## src/rtl/alu8_status.sv

```systemverilog
module alu8_status #(
  parameter int W = 8
) (
  input  logic         clk,
  input  logic         rst_n,
  input  logic         go,
  input  logic [3:0]   op,
  input  logic [W-1:0] a,
  input  logic [W-1:0] b,
  output logic [W-1:0] result,
  output logic [7:0]   status
);
  localparam int H = W / 2;

  logic [W-1:0] res_q, res_n;
  logic [7:0]   st_q, st_n;

  wire c_q  = st_q[0];
  wire unsg = st_q[1];
  wire wc   = st_q[3];
  wire sub  = (op == 4'd2);

  wire [W-1:0] b_eff = sub ? ~b : b;
  wire         cin   = wc ? c_q : sub;
  wire [W:0]   sum   = {1'b0, a} + {1'b0, b_eff} + {{W{1'b0}}, cin};
  wire [H:0]   nib   = {1'b0, a[H-1:0]} + {1'b0, b_eff[H-1:0]} + {{H{1'b0}}, cin};
  wire         ovf   = (a[W-1] == b_eff[W-1]) && (sum[W-1] != a[W-1]);

  wire [W-1:0] rr = {wc ? c_q : a[0], a[W-1:1]};
  wire [W-1:0] rl = {a[W-2:0], wc ? c_q : a[W-1]};

  wire gt = unsg ? (a > b) : ($signed(a) > $signed(b));
  wire lt = unsg ? (a < b) : ($signed(a) < $signed(b));

  function automatic logic [1:0] cc_of(input logic [W-1:0] v);
    if (v == '0) return 2'b00;
    if (v[W-1])  return 2'b10;
    return 2'b01;
  endfunction

  always_comb begin
    res_n = res_q;
    st_n  = st_q;
    if (go) begin
      unique case (op)
        4'd0: res_n = b;
        4'd1, 4'd2: begin
          res_n   = sum[W-1:0];
          st_n[0] = sum[W];
          st_n[2] = ovf;
          st_n[5] = nib[H];
        end
        4'd3: res_n = a & b;
        4'd4: res_n = a | b;
        4'd5: res_n = a ^ b;
        4'd6: st_n[7:6] = gt ? 2'b01 : (lt ? 2'b10 : 2'b00);
        4'd7: begin
          res_n = rr;
          if (wc) begin
            st_n[0] = a[0];
            st_n[5] = a[H];
            st_n[2] = rr[W-1] ^ a[W-1];
          end
        end
        4'd8: begin
          res_n = rl;
          if (wc) begin
            st_n[0] = a[W-1];
            st_n[5] = a[H-1];
            st_n[2] = rl[W-1] ^ a[W-1];
          end
        end
        4'd9:  st_n = b[7:0];
        4'd10: st_n = st_q | b[7:0];
        4'd11: st_n = st_q & ~b[7:0];
        default: ;
      endcase
      if (op <= 4'd8 && op != 4'd6) st_n[7:6] = cc_of(res_n);
    end
  end

  always_ff @(posedge clk or negedge rst_n) begin
    if (!rst_n) begin
      res_q <= '0;
      st_q  <= '0;
    end else begin
      res_q <= res_n;
      st_q  <= st_n;
    end
  end

  assign result = res_q;
  assign status = st_q;

  a_r13_idle_holds: assert property (@(posedge clk) disable iff (!rst_n)
    (!go || op >= 4'd12) |=> ($stable(result) && $stable(status)));

  a_r11_modes_kept: assert property (@(posedge clk) disable iff (!rst_n)
    (go && op <= 4'd8) |=> (status[4] == $past(status[4]) &&
                            status[3] == $past(status[3]) &&
                            status[1] == $past(status[1])));

  a_r8_compare_keeps_result: assert property (@(posedge clk) disable iff (!rst_n)
    (go && op == 4'd6) |=> ($stable(result) && status[7:6] != 2'b11));

  a_r7_logic_keeps_flags: assert property (@(posedge clk) disable iff (!rst_n)
    (go && (op == 4'd3 || op == 4'd4 || op == 4'd5)) |=> $stable(status[5:0]));

  a_r2_plain_add: assert property (@(posedge clk) disable iff (!rst_n)
    (go && op == 4'd1 && !status[3]) |=>
      ({status[0], result} == ({1'b0, $past(a)} + {1'b0, $past(b)})));

  a_r12_status_ops_keep_result: assert property (@(posedge clk) disable iff (!rst_n)
    (go && op >= 4'd9 && op <= 4'd11) |=> $stable(result));
endmodule

```

## config.mk

```make
export PLATFORM = sky130hd
export DESIGN_NAME = alu8_status
export DESIGN_NICKNAME = d
export VERILOG_FILES = /design/src/rtl/alu8_status.sv
export SDC_FILE = /design/constraint.sdc
export NUM_CORES = 1
export LEC_CHECK = 0
export BUFFER_PORTS_ARGS = -buffer_cell sky130_fd_sc_hd__buf_2
export CORE_MARGIN = 5
export CORE_UTILIZATION = 55
export DETAILED_ROUTE_END_ITERATION = 10
export PLACE_DENSITY = 0.76
export SKIP_CTS_REPAIR_TIMING = 1
export SYNTH_ARGS = -nofsm -noshare
export SYNTH_HDL_FRONTEND = slang
export SYNTH_SLANG_ARGS = --single-unit
```

## constraint.sdc

```tcl
create_clock -name clk -period 6.54 [get_ports clk]
set_input_delay 0.981 -clock clk [delete_from_list [all_inputs] [get_ports clk]]
set_output_delay 0.981 -clock clk [all_outputs]
set_load 0.02 [all_outputs]
```

==> results of run 1 <==
[power groups by stage]
stage / clock (uW) / sequential, uW / combinational, uW
floorplan: 0 / 151 / 128
global placement: 0 / 133 / 213
detailed placement: 0 / 133 / 215
CTS: 88.6 / 132 / 216
global route: 95.6 / 134 / 240
finish: 88.9 / 132 / 220
[logic make-up (layout without fill, tap and decap cells)]
group	after synthesis	in the layout	share of synthesized area, %
simple gates	97	97	20.4
xor+xnor	13	13	4.58
compound gates	115	115	29.9
flops	16	16	16.1
mux	10	10	4.17
fa+ha+maj	33	33	17.2
buf+inv	43	68	7.69
[layout make-up]
type	count	share of cell area [%]
multi-input combinational	268	70.0
clock buffer	4	2.03
sequential	16	14.8
timing repair buffer	39	7.30
inverter	25	3.46
tap	52	2.40
[synth_stat cells (7+ instances only)]
cell type	instances
nor3_1	8
nand3_1	8
inv_1	25
a21oi_1	37
o22ai_1	8
mux2i_1	7
xnor2_1	10
nor2_1	26
nor2b_1	11
nand2_1	14
ha_1	31
o21ai_0	25
nand2b_1	8
dfrtp_1	16
[path summary, 6_finish.rpt]
check | from | endpoint | slack (ns) | cells after the start
worst max-delay path | op[1] | status[6] | 2.34 | 15
worst min-delay path | result[7] | result[7] | 0.53 | 2
worst max register to register | status[3] | status[6] | 3.67 | 12
min in group asynchronous | rst_n | result[7] | 0.63 | 1
max in group asynchronous | rst_n | status[3] | 5.64 | 1
worst min register to register | result[7] | result[7] | 0.53 | 2
[layer usage]
layer | vias up | global-route usage, %
met5 | - | 0
met2 | 177 | 42.3
li1 | 1255 | -
met1 | 1206 | 35.1
met4 | 0 | 9.28
met3 | 40 | 4.10
[registers in the layout (all words and copies together) (netlist names)]
register,count
status,8
result,8
[tightest hold or removal path, cell delays in order (launching register included)]
cell     delay [ns]
dfrtp_1        0.35
a21oi_1        0.05
a21oi_1        0.10
[per-stage QoR]
| step | cells | setup WS (ns) |
|---|---|---|
| 2_1_floorplan | 327 | 2.64 |
| 3_3_place_gp | 400 | 2.25 |
| 3_5_place_dp | 400 | 2.13 |
| 4_1_cts | 404 | 2.38 |
| 5_1_grt | 404 | 1.98 |
| 6_report | 404 | 2.34 |
==> summary.md, run 1 <==
| Metric | Value |
|---|---|
| Routed Antenna Nets | 0 |
| Final Cycle Share | between 60 and 70% |
| CP arrival | about 4.3 ns |
| Sequential fraction of the synthesis area | between 10% and 20% |
| Global placement routability congestion | 0.948 |
| Pwr dens | about 160 nW/um^2 |
| Total CTS buffers | 3 |
| Mapped Area | about 2500 um^2 |
| Port Buffers | 38 |
| Unique cell type count in the Yosys netlist | 56 |
| Most frequent cells in the layout | buf_2, a21oi_1, ha_1 |
| Fin util | approximately three fifths |
| P&R area growth vs syn | 8.85% |
| Clock skew | a little under 0.003 ns |
| Max Slew Vio Count | 0 |
| N_diodes | 0 |
| Post-Route WL | 7980 um |
| Total Power | approximately 440 uW |
| Gr ovfl total | 0 |
| Maxcap violations | 0 |
| Initial Util | a little under three fifths |
| Final net count | ~400 |
| Crit path max fanout | 37 |
| Proportion of layout cells with a drive suffix above 1 | between 10% and 20% |
| Per-cell routed wire length | 19.8 um |
| Met2 routed WL | ~3600 um |
| Filler Cells Inserted | ~400 |
| CP bufs+invs | 4 |
| Vias | 2678 |
| Clock Latency Late Sink | between 0.2 and 0.3 ns |
| Combinational Power Share | between 40% and 50% |
| WHS | between 0.5 and 0.6 ns |
| Clk pwr share | 20.2% |
| Max stage delay on crit path | 0.50 ns |
| Gate Count Post-Synth | around 330 |
| Cell area after placement | about 2700 um^2 |
| Setup Viol. Count Final | 0 |
| Hold WC Path Type | register to register |
| Die width | slightly below 80 um |
| Core area | between 4000 and 5000 um^2 |
| Antenna violations before repair | 0 |
| Fin. Hold Viols | 0 |
| GRT Overall Usage | approximately a quarter |
| Leak | about 0.0012 uW |
| First-pass GRT wire length | between 10000 and 15000 um |
| Top Layer Used | met4 |
| Initial DRC count | between 400 and 500 |
| Largest net degree at the start of global routing | 38 |
| Most common cell after layout, fill and taps aside | buf_2 |
| Worst rel slew slack | a little under two fifths |
| Design area | roughly 2700 um^2 |
| Part of the power in registers | a little under a third |
| Yosys reg bits | 16 |
| DRC Markers | 0 |
| Crit-path leading delay family | simple AND/OR/NAND/NOR gates |
| Post-Syn Nets | approximately 380 |
| Vias per cell | 6.63 |
| Critical path, cell by cell | buf_2 -> nor2b_1 -> nor3b_1 -> buf_4 -> inv_1 -> o21ai_0 -> fa_1 -> inv_1 -> fa_1 -> nor2b_1 -> nor3_1 -> a2111oi_1 -> nand3_1 -> nor4b_2 -> a31oi_1 |
| Syn Area/Cell | roughly 7.6 um^2 |
| CTS Sinks | 16 |
| Top post-synthesis cells by area | dfrtp_1, ha_1, a21oi_1, o21ai_0, nor2_1 |
| Critical path class | primary input to register |
| H-Tree Level Count | 1 |
| F_max | between 0.2 and 0.25 GHz |
| Yosys warnings | 0 |
| Status | complete, no violations |
| Clk buf depth | 2 |
| Register clock-pin slew on the reported worst setup and hold paths | ~0.060 ns |
| Area of the die | between 5000 and 6000 um^2 |
| Register Area | roughly 400 um^2 |
| Area share of the largest cell type after synthesis | 16.1% |
| Setup crit end kind | register |
| Internal power | between 200 and 300 uW |
| Sw frac | 42.9% |
| Cell taking the most area after synthesis | dfrtp_1 |
| Post-synth ARST share | between 90% and 100% |
| FP Rows | 24 |
| Metal3 WL | 736 um |
| Die span in y | 77.3 um |
| Final worst path period need | between 4 and 5 ns |
| Worst slew pin tran | 0.942 ns |
| Post-synth EDFFs | 0 |
| HPWL after DPL | 6080 um |
| CTS tree | yes |
| Area occupied by multi-input gates | around 1900 um^2 |
| CP max stage cell | buf_2 |
| Data required time of the worst path | 6.67 ns |
| Wire length on met1 | 3310 um |
| RSZ-0062 raised after global routing | false |
| Peak VDD IR | about 110 uV |
| Vias in the first global route | around 2500 |
| I/O pins | 39 |
| Setup TNS Final | 0 ns |
| Most used DFF post-synth | dfrtp_1 |
| Drt first pass iters | 5 |
| Net switching power figure | between 150 and 200 uW |
| CP startpoint kind | primary input |
| Root buffer cell | clkbuf_8 |
No activity file was read; power rests on OpenSTA's default activity.
==> run 2, diff against run 1 <==
CORE_UTILIZATION = 53   (was 55)
clock period = 3.8 ns   (was 6.54 ns; I/O delays follow)
==> run 2 against run 1 <==
First-iteration DRC count down 36%. Register-to-register slack got worse by 2.8 ns. Critical endpoint is now status[5]. Highest routed layer unchanged. Combinational power is 75% higher. Clock power is 68% higher. Largest cell class unchanged.
==> summary.md, run 2 (synthesized netlist as in run 1, its figures left out) <==
| Metric | Value |
|---|---|
| Cells after DPL | 407 (was 400) |
| Metal3 WL | 694 um (was 736 um) |
| Port Buffers | 38 (unchanged) |
| Status | complete, no violations (unchanged) |
| Met2 routed WL | 3580 um (was 3620 um) |
| Setup crit end kind | register (unchanged) |
| Die width | 78.5 um (was 77.3 um) |
| Core area | 4630 um^2 (was 4380 um^2) |
| Routed Antenna Nets | 0 (unchanged) |
| Proportion of layout cells with a drive suffix above 1 | 15.7% (was 14.5%) |
| Fin. Hold Viols | 0 (unchanged) |
| Most frequent cells in the layout | buf_2, a21oi_1, ha_1 (unchanged) |
| Register clock-pin slew on the reported worst setup and hold paths | 0.06 ns (about the same) |
| Top Layer Used | met4 (unchanged) |
| Cell area after placement | 2690 um^2 (was 2650 um^2) |
| Final worst path period need | between 3 and 4 ns |
| GRT Overall Usage | 26.4% (was 26.2%) |
| Worst rel slew slack | 48.7% (was 37.1%) |
| Total CTS buffers | 3 (unchanged) |
| Worst slew pin tran | 0.768 ns (was 0.942 ns) |
| Design area | 2750 um^2 (was 2710 um^2) |
| Initial DRC count | 289 (was 455) |
| Clock Latency Late Sink | 0.25 ns (was 0.26 ns) |
| Initial Util | 53.8% (was 56.8%) |
| H-Tree Level Count | 1 (unchanged) |
| Drt first pass iters | 5 (unchanged) |
| Crit path max fanout | 9 (was 37) |
| HPWL after DPL | 6100 um (was 6080 um) |
| Root buffer cell | clkbuf_8 (unchanged) |
| Critical path class | primary input to register (unchanged) |
| Post-Layout Cell Count | 411 (was 404) |
| Vias per cell | 6.66 (was 6.63) |
| Max stage delay on crit path | 0.37 ns (was 0.50 ns) |
| Area of the die | 6170 um^2 (was 5970 um^2) |
| Antenna violations before repair | 0 (unchanged) |
| RSZ-0062 raised after global routing | false (unchanged) |
| Peak VDD IR | 121 uV (was 113 uV) |
| Setup Viol. Count Final | 0 (unchanged) |
| CP arrival | 3.49 ns (was 4.33 ns) |
| Clk buf depth | 2 (unchanged) |
| Maxcap violations | 0 (unchanged) |
| Fin util | 59.4% (was 61.8%) |
| First-pass GRT wire length | 13100 um (was 12800 um) |
| I/O pins | 39 (unchanged) |
| Most common cell after layout, fill and taps aside | buf_2 (unchanged) |
| CTS tree | yes (unchanged) |
| Gr ovfl total | 0 (unchanged) |
| Setup TNS Final | 0 ns (unchanged) |
| FP Rows | 25 (was 24) |
| Clock skew | 0.00117 ns (was 0.00294 ns) |
| CTS Sinks | 16 (unchanged) |
| Largest net degree at the start of global routing | 37 (was 38) |
| Vias in the first global route | 2707 (was 2460) |
| Critical path, cell by cell | buf_2 -> nor2b_1 -> nor3b_1 -> buf_4 -> inv_1 -> o21ai_0 -> fa_1 -> inv_1 -> fa_1 -> nor2b_1 -> o21a_1 -> nor2_1 -> o221a_2 -> a311oi_1 -> a311oi_1 -> o21ai_0 (was buf_2 -> nor2b_1 -> nor3b_1 -> buf_4 -> inv_1 -> o21ai_0 -> fa_1 -> inv_1 -> fa_1 -> nor2b_1 -> nor3_1 -> a2111oi_1 -> nand3_1 -> nor4b_2 -> a31oi_1) |
| DRC Markers | 0 (unchanged) |
| Pwr dens | 276 nW/um^2 (was 163 nW/um^2) |
| Per-cell routed wire length | 19.4 um (was 19.8 um) |
| CP startpoint kind | primary input (unchanged) |
| Data required time of the worst path | 3.97 ns (was 6.67 ns) |
| F_max | between 0.3 and 0.4 GHz |
| Wire length on met1 | 3340 um (was 3310 um) |
| Global placement routability congestion | 0.999 (was 0.948) |
| Die span in y | 78.5 um (was 77.3 um) |
| N_diodes | 0 (unchanged) |
| Final Cycle Share | 87.4% |
| Hold WC Path Type | primary input to async pin (was register to register) |
| CP max stage cell | fa_1 (was buf_2) |
| Post-Route WL | 7970 um (was 7980 um) |
| Final net count | 414 (was 409) |
| Max Slew Vio Count | 0 (unchanged) |
| Leak | 0.00126 uW (was 0.00123 uW) |
| Vias | 2739 (was 2678) |
| P&R area growth vs syn | 10.5% (was 8.85%) |
## run 2: cell type report
cell class / count / area (um^2)
repair buffers: 44 / 235
well taps: 54 / 67.6
clock buffers: 4 / 55.1
multi-input cells: 268 / 1900
flip-flops and latches: 16 / 400
fillers: 455 / 1880
inverters: 25 / 93.8
## run 2: critical path: cells and delay by family
family / cells / cell delay (ns)
AO/OA/AOI/OAI: 6 / 1.23
adder cells (fa/ha/maj): 2 / 0.63
AND/OR/NAND/NOR: 4 / 0.62
buffers and inverters: 4 / 0.44
## run 2: layer usage
layer  vias to the layer above  GRT usage (%)
met4                         0           13.5
met2                       168           41.7
met1                      1275           33.5
li1                       1260              -
met5                         -              0
met3                        36           5.73
## run 2: final timing paths
check	cells after the start	endpoint	slack (ns)	from
worst max-delay path	16	status[5]	0.48	op[2]
worst min-delay path	1	status[2]	0.23	rst_n
worst max register to register	12	status[6]	0.91	status[3]
worst min register to register	2	result[5]	0.52	result[5]
max in group asynchronous	1	status[6]	3.31	rst_n
min in group clk	2	result[5]	0.52	result[5]
## run 2: stage by stage
| step | hold WS (ns) | total power (uW) | worst slack [ns] |
|---|---|---|---|
| 2_1_floorplan | 0.274 | 480 | 0.315 |
| 3_3_place_gp | 0.493 | 600 | 0.392 |
| 3_5_place_dp | 0.502 | 604 | 0.262 |
| 4_1_cts | 0.232 | 758 | 0.510 |
| 5_1_grt | 0.255 | 810 | 0.200 |
| 6_report | 0.226 | 758 | 0.479 |
## run 2: where the power goes
group	internal [uW]	switching [uW]	total, uW	leakage, uW
logic	145	240	385	0.00103
registers	200	24.6	225	0.000196
clock network	91.9	56.8	149	0.0000288
total	437	321	758	0.00126
